<file path="config.mk">
export PLATFORM = sky130hd
export DESIGN_NAME = insn_exc_classifier
export DESIGN_NICKNAME = d
export VERILOG_FILES = /design/src/rtl/iec_pkg.sv /design/src/rtl/iec_div_check.sv /design/src/rtl/iec_priority.sv /design/src/rtl/iec_slot_tracker.sv /design/src/rtl/insn_exc_classifier.sv
export SDC_FILE = /design/constraint.sdc
export NUM_CORES = 1
export LEC_CHECK = 0
export BUFFER_PORTS_ARGS = -buffer_cell sky130_fd_sc_hd__buf_4
export CELL_PAD_IN_SITES_DETAIL_PLACEMENT = 2
export CELL_PAD_IN_SITES_GLOBAL_PLACEMENT = 2
export CORE_ASPECT_RATIO = 2
export CORE_MARGIN = 2
export CORE_UTILIZATION = 14
export CTS_BUF_LIST = sky130_fd_sc_hd__clkbuf_8
export CTS_CLUSTER_DIAMETER = 80
export DETAILED_ROUTE_END_ITERATION = 7
export GPL_ROUTABILITY_DRIVEN = 0
export PLACE_DENSITY_LB_ADDON = 0.1
export SKIP_LAST_GASP = 1
export SLEW_MARGIN = 20
export SYNTH_ARGS = -nofsm -noshare
export SYNTH_HDL_FRONTEND = slang
export SYNTH_SLANG_ARGS = --single-unit
</file>
<file path="constraint.sdc">
create_clock -name clk -period 2.5 [get_ports clk]
set_clock_uncertainty 0.1 [all_clocks]
set_input_delay 0.625 -clock clk [delete_from_list [all_inputs] [get_ports clk]]
set_output_delay 0.625 -clock clk [all_outputs]
set_load 0.01 [all_outputs]
</file>
<file path="src/rtl/iec_pkg.sv">
package iec_pkg;

  typedef enum logic [2:0] {
    CAT_NONE     = 3'd0,
    CAT_TRAP     = 3'd1,
    CAT_SLOT_ILL = 3'd2,
    CAT_GEN_ILL  = 3'd3,
    CAT_DIV_ZERO = 3'd4,
    CAT_DIV_OVF  = 3'd5
  } exc_cat_e;

  typedef struct packed {
    logic trap;
    logic dbranch;
    logic pcwrite;
    logic long_op;
    logic bankrest;
    logic sdiv;
    logic udiv;
    logic undef;
    logic fpu;
  } insn_flags_t;

endpackage

</file>
<file path="src/rtl/iec_div_check.sv">
module iec_div_check #(
  parameter int DATA_W = 32
) (
  input  logic              is_sdiv,
  input  logic              is_udiv,
  input  logic [DATA_W-1:0] dividend,
  input  logic [DATA_W-1:0] divisor,
  output logic              div_zero,
  output logic              div_ovf
);
  localparam logic [DATA_W-1:0] MOST_NEG = {1'b1, {(DATA_W-1){1'b0}}};
  localparam logic [DATA_W-1:0] MINUS_ONE = {DATA_W{1'b1}};

  logic divisor_zero;

  always_comb begin
    divisor_zero = (divisor == '0);
    div_zero     = (is_sdiv | is_udiv) & divisor_zero;
    // overflow exists only for the signed form
    div_ovf      = is_sdiv & (dividend == MOST_NEG) & (divisor == MINUS_ONE);
  end
endmodule

</file>
<file path="src/rtl/iec_priority.sv">
module iec_priority
  import iec_pkg::*;
(
  input  insn_flags_t flags,
  input  logic        in_slot,
  input  logic        fpu_standby,
  input  logic        div_zero,
  input  logic        div_ovf,
  output exc_cat_e    cat
);
  logic undef_eff;
  logic slot_bad;

  always_comb begin
    // FPU work while the unit sleeps counts as undefined code
    undef_eff = flags.undef | (flags.fpu & fpu_standby);
    slot_bad  = undef_eff | flags.pcwrite | flags.trap | flags.dbranch |
                flags.long_op | flags.bankrest | flags.sdiv | flags.udiv;
    cat = CAT_NONE;
    if (in_slot && slot_bad)  cat = CAT_SLOT_ILL;
    else if (undef_eff)       cat = CAT_GEN_ILL;
    else if (flags.trap)      cat = CAT_TRAP;
    else if (div_zero)        cat = CAT_DIV_ZERO;
    else if (div_ovf)         cat = CAT_DIV_OVF;
  end
endmodule

</file>
<file path="src/rtl/iec_slot_tracker.sv">
module iec_slot_tracker (
  input  logic clk,
  input  logic rst,
  input  logic flush,
  input  logic issue_fire,
  input  logic is_dbranch,
  input  logic raised,
  output logic slot_q
);
  always_ff @(posedge clk) begin
    if (rst || flush)    slot_q <= 1'b0;
    else if (issue_fire) slot_q <= is_dbranch & ~raised;
  end

  AST_SLOT_NO_CHAIN: assert property (@(posedge clk) disable iff (rst)
    (slot_q && issue_fire) |=> !slot_q);
  AST_FLUSH_DROPS_SLOT: assert property (@(posedge clk) disable iff (rst)
    flush |=> !slot_q);
endmodule

</file>
<file path="src/rtl/insn_exc_classifier.sv">
module insn_exc_classifier
  import iec_pkg::*;
#(
  parameter int DATA_W = 32,
  parameter int VEC_W  = 8
) (
  input  logic              clk,
  input  logic              rst,
  input  logic              issue_vld,
  input  logic              flush,
  input  logic              cls_trap,
  input  logic              cls_dbranch,
  input  logic              cls_pcwrite,
  input  logic              cls_long,
  input  logic              cls_bankrest,
  input  logic              cls_sdiv,
  input  logic              cls_udiv,
  input  logic              cls_undef,
  input  logic              cls_fpu,
  input  logic              fpu_standby,
  input  logic [VEC_W-1:0]  trap_vec,
  input  logic [DATA_W-1:0] dividend,
  input  logic [DATA_W-1:0] divisor,
  output logic              exc_strobe,
  output logic [2:0]        exc_cat,
  output logic [VEC_W-1:0]  exc_vec
);
  insn_flags_t flags;
  logic        issue_fire;
  logic        slot;
  logic        div_zero;
  logic        div_ovf;
  exc_cat_e    cat_now;
  logic        raised;

  exc_cat_e         cat_q;
  logic             strobe_q;
  logic [VEC_W-1:0] vec_q;

  always_comb begin
    flags.trap     = cls_trap;
    flags.dbranch  = cls_dbranch;
    flags.pcwrite  = cls_pcwrite;
    flags.long_op  = cls_long;
    flags.bankrest = cls_bankrest;
    flags.sdiv     = cls_sdiv;
    flags.udiv     = cls_udiv;
    flags.undef    = cls_undef;
    flags.fpu      = cls_fpu;
    issue_fire     = issue_vld & ~flush;
    raised         = issue_fire & (cat_now != CAT_NONE);
  end

  iec_div_check #(.DATA_W(DATA_W)) u_div (
    .is_sdiv  (cls_sdiv),
    .is_udiv  (cls_udiv),
    .dividend (dividend),
    .divisor  (divisor),
    .div_zero (div_zero),
    .div_ovf  (div_ovf)
  );

  iec_priority u_prio (
    .flags       (flags),
    .in_slot     (slot),
    .fpu_standby (fpu_standby),
    .div_zero    (div_zero),
    .div_ovf     (div_ovf),
    .cat         (cat_now)
  );

  iec_slot_tracker u_slot (
    .clk        (clk),
    .rst        (rst),
    .flush      (flush),
    .issue_fire (issue_fire),
    .is_dbranch (cls_dbranch),
    .raised     (raised),
    .slot_q     (slot)
  );

  always_ff @(posedge clk) begin
    if (rst) begin
      strobe_q <= 1'b0;
      cat_q    <= CAT_NONE;
      vec_q    <= '0;
    end else begin
      strobe_q <= raised;
      cat_q    <= raised ? cat_now : CAT_NONE;
      vec_q    <= (raised && cat_now == CAT_TRAP) ? trap_vec : '0;
    end
  end

  assign exc_strobe = strobe_q;
  assign exc_cat    = cat_q;
  assign exc_vec    = vec_q;

  AST_STROBE_FROM_ISSUE: assert property (@(posedge clk) disable iff (rst)
    exc_strobe |-> $past(issue_vld && !flush));
  AST_OVF_SIGNED_ONLY: assert property (@(posedge clk) disable iff (rst)
    (exc_cat == CAT_DIV_OVF) |-> $past(cls_sdiv));
  AST_SLOT_DIV_WINS: assert property (@(posedge clk) disable iff (rst)
    $past(slot && issue_fire && (cls_sdiv || cls_udiv)) |-> (exc_cat == CAT_SLOT_ILL));
  AST_TRAP_VECTOR: assert property (@(posedge clk) disable iff (rst)
    (exc_cat == CAT_TRAP) |-> (exc_vec == $past(trap_vec)));
endmodule

</file>
Word level (Yosys, flattened, before mapping)
Cells that the tools add are included.

Register bits: 13. Output and inout bits: 12. Word-level logic and storage cells: 38.

Bitwise gates (word level): 19. Reductions and logical operators: 7. Muxes and demuxes: 5. Eq/ne operators: 3.

Operators with widths (number): == test 32 bit (second input constant) (2); zero test 32 bit (1); two-way mux 3 bit (5); bitwise OR 1 bit (9); bitwise AND 1 bit (7); OR reduction 2 bit (2); == test 3 x 1 -> 1 bit (second input constant) (1); inverter 1 bit (3); nonzero test 3 bit (1); logical AND 1 bit (2); logical OR 1 bit (1).

Depth between registers and ports, before layout
Gate-level depths: netlist of the first run.

Word-level depth: 16. Mapped depth: 5. Mapped depth without buffers: 5.

By module
From an unflattened synthesis of the first run, not the netlist that was laid out.

Cells, all modules: 83. Area total of the unflattened synthesis: 713.2 sq um.

Modules (own cells, without submodules): insn_exc_classifier (times used 1, area each 355.3 sq um, cells an instance 30, sequential area each 240.2 sq um); iec_div_check (times used 1, area each 231.5 sq um, cells an instance 38, sequential area each 0.0 sq um); iec_priority (times used 1, area each 80.1 sq um, cells an instance 11, sequential area each 0.0 sq um); iec_slot_tracker (times used 1, area each 46.3 sq um, cells an instance 4, sequential area each 20.0 sq um).

Worst setup path before layout of the first run
No wires, ideal clock.

Path type: in2reg. From: in dividend[29]. To: reg cat_q[2], in the netlist exc_cat[2]. Data required time: 2.297 ns. Arrival: 1.877 ns. Setup slack: 0.419 ns. Stages on the path: 4. Buffers on the path: 0. Path through: or4b_1 nor4_2 nand4_2 a2111oi_2.

Word-level cells in the longest chain between the ends: 12.

Ends and longest elaborated chain: start, declared (RTL line insn_exc_classifier.sv:22) `input logic [DATA_W-1:0] dividend,`; == test 32 bit * (RTL line iec_div_check.sv:20) `div_ovf = is_sdiv & (dividend == MOST_NEG) & (divisor == MINUS_ONE);`; bitwise AND 1 bit * (2 in series) (RTL line iec_div_check.sv:20); two-way mux 3 bit * (RTL line iec_priority.sv:24) `else if (div_ovf) cat = CAT_DIV_OVF;`; two-way mux 3 bit * (RTL line iec_priority.sv:23) `else if (div_zero) cat = CAT_DIV_ZERO;`; two-way mux 3 bit * (RTL line iec_priority.sv:22) `else if (flags.trap) cat = CAT_TRAP;`; two-way mux 3 bit * (RTL line iec_priority.sv:21) `else if (undef_eff) cat = CAT_GEN_ILL;`; two-way mux 3 bit * (RTL line iec_priority.sv:20) `if (in_slot && slot_bad) cat = CAT_SLOT_ILL;`; nonzero test 3 bit (RTL line insn_exc_classifier.sv:51) `raised = issue_fire & (cat_now != CAT_NONE);`; bitwise AND 1 bit (RTL line insn_exc_classifier.sv:51); inverter 1 bit; OR reduction 2 bit (no source line); end signal, assigned (RTL line insn_exc_classifier.sv:89) `cat_q <= raised ? cat_now : CAT_NONE;`; end, declared (RTL line insn_exc_classifier.sv:36) `exc_cat_e cat_q;`.

Every way passes the cells marked *; elsewhere a longest branch is shown, timed or not. A chain may end at the register's enable or synchronous reset.

Worst setup path in the final report of the first run
From: in cls_bankrest. To: reg vec_q[2], in the netlist exc_vec[2].

Word-level cells in the longest chain between the ends: 10. Elaborated cells between the ends (all ways): 11.

Ends and longest elaborated chain: start, declared (RTL line insn_exc_classifier.sv:15) `input logic cls_bankrest,`; bitwise OR 1 bit * (3 in series) (RTL line iec_priority.sv:18) `flags.long_op | flags.bankrest | flags.sdiv | flags.udiv;`; logical AND 1 bit * (RTL line iec_priority.sv:20); two-way mux 3 bit * (RTL line iec_priority.sv:20); nonzero test 3 bit (RTL line insn_exc_classifier.sv:51); bitwise AND 1 bit (RTL line insn_exc_classifier.sv:51); logical AND 1 bit * (RTL line insn_exc_classifier.sv:90) `vec_q <= (raised && cat_now == CAT_TRAP) ? trap_vec : '0;`; inverter 1 bit (no source line) *; OR reduction 2 bit (no source line) *; end signal, assigned (RTL line insn_exc_classifier.sv:90); end, declared (RTL line insn_exc_classifier.sv:38) `logic [VEC_W-1:0] vec_q;`.

Marks and branches as above.

==> results of run 1 <==
sequential cells by signal (all words and copies together) (netlist names):
name / cells
exc_vec: 8
u_slot.slot_q: 1
exc_strobe: 1
exc_cat: 3
layout make-up:
| cell class | count | area, um2 |
|---|---|---|
| Tap cell | 58 | 72.6 |
| Clock inverter | 1 | 3.75 |
| Timing Repair Buffer | 97 | 728 |
| Inverter | 1 | 3.75 |
| Clock buffer | 3 | 41.3 |
| Sequential cell | 13 | 260 |
| Fill cell | 637 | 3550 |
| Multi-Input combinational cell | 65 | 478 |
placed cells by master, fill, tap and decap left out:
cell type and n:
nor3_4 1, nor4_4 1, or4_4 1, nor4b_1 1
nor3_1 1, a221oi_1 1, and3_1 1, nand2_1 4
dfxtp_1 13, buf_4 97, nand4_2 1, nand3_1 3
clkbuf_8 3, nor4_1 14, nor2_1 4, or3_1 1
nor4b_2 1, o41ai_4 1, a21o_1 1, a21oi_1 2
a2111oi_2 1, nor4_2 1, and2_1 10, nand4_1 7
nor3_2 1, nand4b_1 2, o21ai_0 1, inv_1 2
or4b_1 1, nand2_2 2
routing by layer:
layer / routed length, um / up-vias
met1: 1040 / 512
li1: - / 519
met3: 392 / 2
met2: 2520 / 71
met4: 6 / 0
met5: 0 / -
critical path: stages:
cell and delay (ns):
buf_4 0.11, or4_4 0.55, o41ai_4 0.27, nand2_2 0.15
nor3_4 0.26, and2_1 0.18
cells by family (layout without fill, tap and decap cells):
family / count (synthesis) / count (layout) / share of synthesized area
and+or+nand+nor: 58 / 58 / 0.545
DFF: 13 / 13 / 0.351
AOI/OAI and AO/OA: 7 / 7 / 0.0995
buffers and inverters: 1 / 102 / 0.00505
final timing paths:
path	slack [ns]	depth (start not counted)	startpoint	to
setup / recovery	0.43	6	cls_bankrest	exc_vec[2]$_SDFF_PP0_
hold / removal	0.46	1	u_slot.slot_q$_SDFFE_PP0P_	exc_cat[0]$_SDFF_PP0_
setup reg to reg	1.29	4	u_slot.slot_q$_SDFFE_PP0P_	exc_strobe$_SDFF_PP0_
hold reg to reg	0.46	1	u_slot.slot_q$_SDFFE_PP0P_	exc_cat[0]$_SDFF_PP0_
power by group through the flow:
stage	Sequential (uW)	Combinational, uW	Clock (uW)
2_1_floorplan	217	20.9	0
3_3_place_gp	216	142	0
3_5_place_dp	216	148	0
4_1_cts	211	148	191
5_1_grt	211	159	200
6_report	211	146	180
per-stage QoR:
stage / cell area, um2 / cells
finish: 1590 / 238
floorplan: 742 / 79
global placement: 1540 / 234
global route: 1590 / 238
CTS: 1590 / 238
detailed placement: 1540 / 234
==> flow_summary.json, run 1 <==
{
  "post_cts_buffers": 0,
  "switching_share": 0.225,
  "ys_seq_area_frac": 0.351,
  "grt_usage": 0.134,
  "dp_hpwl_mm": 3.79,
  "outcome": "finished clean",
  "yosys-top-cells-area": "dfxtp_1, nor4_1, and2_1",
  "grt_start_max_net_pins": 9,
  "grt-busiest-layer": "met2",
  "syn_to_final_growth_pct": 114,
  "n_antenna_cell": 0,
  "synth_edf_count": 0,
  "wl_mm": 3.96,
  "layout-drive-gt1-share": 0.617,
  "synth_cell_types": 28,
  "use_met3": 0.0410,
  "synth_fp_nets": 165,
  "maxCapViolCount": 0,
  "slew_viol_final": 0,
  "power.leakage_uw": 0.000731,
  "yosysWarnings": 0,
  "grt_pass1_vias": 1311,
  "drtPass1Iterations": 3,
  "met1_usage": 0.109,
  "critical_path_class": "primary input to flop",
  "pwr_density_cell_nw_per_um2": 338,
  "syn_inst": 79,
  "netlist_top_cells_count": "nor4_1, dfxtp_1, and2_1",
  "tightest_slew_ns": 0.357,
  "num_vias": 1104,
  "end_kind": "flop",
  "drc": 0,
  "crit_fanout": 8,
  "overflow": 0,
  "die_area_um2": 5930,
  "grt_first_pass_wirelength_mm": 6.27,
  "cts-root-buf": "clkbuf_8",
  "synth_top_cell_by_area": "dfxtp_1",
  "fin_nets": 267,
  "clock_path_buffers": 2,
  "period_minus_slack_ns": 2.07,
  "cts_max_level": 1,
  "cts_tree": "done",
  "cts_resized": 0,
  "start_util": 0.144,
  "row_count": 37,
  "portBuffers": 97,
  "ant_nets": 0,
  "final_core_util": 0.309,
  "die_x_um": 55.5,
  "coreArea_um2": 5140,
  "grt_util_met2": 0.295,
  "power_uw": 537,
  "synth_top_area_share": 0.351,
  "cts.sinks": 13,
  "viasPerCell": 4.64,
  "setup_viol": 0,
  "netlist_area_um2": 742,
  "ctsHoldBuffers": 0,
  "p_sw_uw": 121,
  "cp.required_ns": 2.58,
  "grt_antenna_before_repair": 0,
  "p_int_uw": 416,
  "syn_avg_cell_area_um2": 9.39,
  "drt_iter0_markers": 5,
  "worst_slew_margin_rel": 0.760,
  "critical_path.startpoint_type": "primary input",
  "fin_tns_setup_ns": 0,
  "ys.flop_type": "dfxtp_1",
  "clk_pin_slew_ns": 0.05,
  "place_worst_setup_slack_ns": 0.153,
  "vdd_drop_max_mv": 0.238,
  "arrival_ns": 2.15,
  "whs_ns": 0.459,
  "hold_path.class": "flop to flop",
  "fp.dieH_um": 107,
  "ys_ff_latch": 13,
  "worstSkewPairLatency_ns": 0.24,
  "yosysMostFrequentCell": "nor4_1",
  "fin_crit_sh": 0.827,
  "pwr-share-seq": 0.394,
  "rsz0062_at_grt": "false",
  "fin_ws_ns": 0.432,
  "async_flop_share": 0,
  "combPwrFrac": 0.272,
  "wl_per_cell_um": 16.6,
  "hold_viol": 0,
  "pin_count": 98,
  "fmax_ghz": 0.484,
  "clockPowerShare": 0.335,
  "cts_made_buffers": 3
}
No activity file was read; power rests on OpenSTA's default activity.
==> inputs of run 2 (changes only) <==
==> constraint.sdc (replaced) <==
create_clock -name clk -period 2.1 [get_ports clk]
set_clock_uncertainty 0.1 [all_clocks]
set_input_delay 0.525 -clock clk [delete_from_list [all_inputs] [get_ports clk]]
set_output_delay 0.525 -clock clk [all_outputs]
set_load 0.01 [all_outputs]
==> flow_summary.json, run 2 (same netlist as run 1, synthesis figures left out) <==
{
  "hold_viol": 0,
  "ant_nets": 0,
  "outcome": "finished clean",
  "clock_path_buffers": 2,
  "fin_cells": 241,
  "start_util": 0.144,
  "cts-root-buf": "clkbuf_8",
  "critical_path.startpoint_type": "primary input",
  "place_worst_setup_slack_ns": -0.103,
  "overflow": 0,
  "vdd_drop_max_mv": 0.257,
  "row_count": 37,
  "grt_usage": 0.134,
  "clk_pin_slew_ns": 0.06,
  "maxCapViolCount": 0,
  "final_cell_mix": "buf_4, nor4_1, dfxtp_1",
  "crit_path_max_incr_delay_ns": 0.44,
  "grt_pass1_vias": 1340,
  "fp.dieH_um": 107,
  "period_minus_slack_ns": 1.92,
  "drc": 0,
  "grt_antenna_before_repair": 0,
  "end_kind": "flop",
  "slew_viol_final": 0,
  "largest_reg_flops": 8,
  "grt_start_max_net_pins": 9,
  "pin_count": 98,
  "fin_ws_ns": 0.176,
  "dp_hpwl_mm": 3.77,
  "worst_slew_margin_rel": 0.762,
  "power.leakage_uw": 0.000745,
  "fmax_ghz": 0.520,
  "post_cts_buffers": 0,
  "drt_iter0_markers": 2,
  "final_core_util": 0.313,
  "n_antenna_cell": 0,
  "worstSkewPairLatency_ns": 0.24,
  "rsz0062_at_grt": "false",
  "setup_viol": 0,
  "tightest_slew_ns": 0.351,
  "portBuffers": 97,
  "die_area_um2": 5930,
  "syn_to_final_growth_pct": 117,
  "final_common_cell": "buf_4",
  "coreArea_um2": 5140,
  "cts_tree": "done",
  "critPathSlowestCell": "or3_1",
  "grt_first_pass_wirelength_mm": 6.20,
  "arrival_ns": 1.96,
  "drtPass1Iterations": 2,
  "dp.cells": 237,
  "cts.sinks": 13,
  "whs_ns": 0.382,
  "viasPerCell": 4.60,
  "crit_chain": "buf_4 -> nor4_1 -> nand4_1 -> or3_1 -> a2111oi_2",
  "wl_mm": 3.95,
  "cp.required_ns": 2.14,
  "num_vias": 1109,
  "ctsHoldBuffers": 0,
  "layout-drive-gt1-share": 0.623,
  "fin_crit_sh": 0.916,
  "pwr_density_cell_nw_per_um2": 402,
  "crit_fanout": 3,
  "cts_resized": 0,
  "hold_path.class": "primary input to flop",
  "critical_path_class": "primary input to flop",
  "wl_per_cell_um": 16.4,
  "cts_made_buffers": 3,
  "fillers": 634,
  "fin_nets": 270,
  "cts_max_level": 1,
  "die_x_um": 55.5
}
## run 2: cell count changes in the layout (fill, tap and decap cells not counted)
cell / change
buf_4: +3
## run 2: final timing paths
| kind | start | endpoint | slack [ns] | cells past startpoint |
|---|---|---|---|---|
| hold / removal | trap_vec[1] | exc_vec[1]$_SDFF_PP0_ | 0.38 | 2 |
| setup reg to reg | u_slot.slot_q$_SDFFE_PP0P_ | exc_vec[5]$_SDFF_PP0_ | 0.97 | 4 |
| hold reg to reg | u_slot.slot_q$_SDFFE_PP0P_ | exc_cat[0]$_SDFF_PP0_ | 0.48 | 1 |
| setup / recovery | divisor[4] | exc_cat[2]$_SDFF_PP0_ | 0.18 | 5 |
## run 2: layout make-up
class	count	area (um2)	share of cell area
repair buffers	100	751	0.466
inverters	1	3.75	0.00233
clock buffers	3	41.3	0.0256
multi-input cells	65	478	0.297
flip-flops and latches	13	260	0.162
well taps	58	72.6	0.0451
clock inverters	1	3.75	0.00233
## run 2: metal layers
| metal | wire length, um | up-vias | global-route usage | part of all wire |
|---|---|---|---|---|
| li1 | - | 524 | - | - |
| met2 | 2420 | 78 | 0.289 | 0.61 |
| met4 | 106 | 0 | 0.0488 | 0.027 |
| met1 | 1030 | 499 | 0.103 | 0.26 |
| met5 | 0 | - | 0 | 0 |
| met3 | 399 | 8 | 0.0398 | 0.10 |
## run 2: through the flow
step                instance area [um2]  total power (uW)  TNS, ns
floorplan                           742               283        0
global placement                   1570               430   -0.792
detailed placement                 1570               436   -0.992
CTS                                1610               665        0
global route                       1610               682        0
finish                             1610               647        0
## run 2: worst max-delay path: cells and delay by family
family | cells | cell delay [ns]
AO/OA/AOI/OAI | 1 | 0.37
buffers and inverters | 1 | 0.11
AND/OR/NAND/NOR | 3 | 0.95
## run 2: where the power goes
group          switching, uW  leakage, uW  internal (uW)
clock                   89.6    0.0000269            129
combinational           58.6     0.000613            118
sequential              1.12     0.000105            250
total                    149     0.000745            498
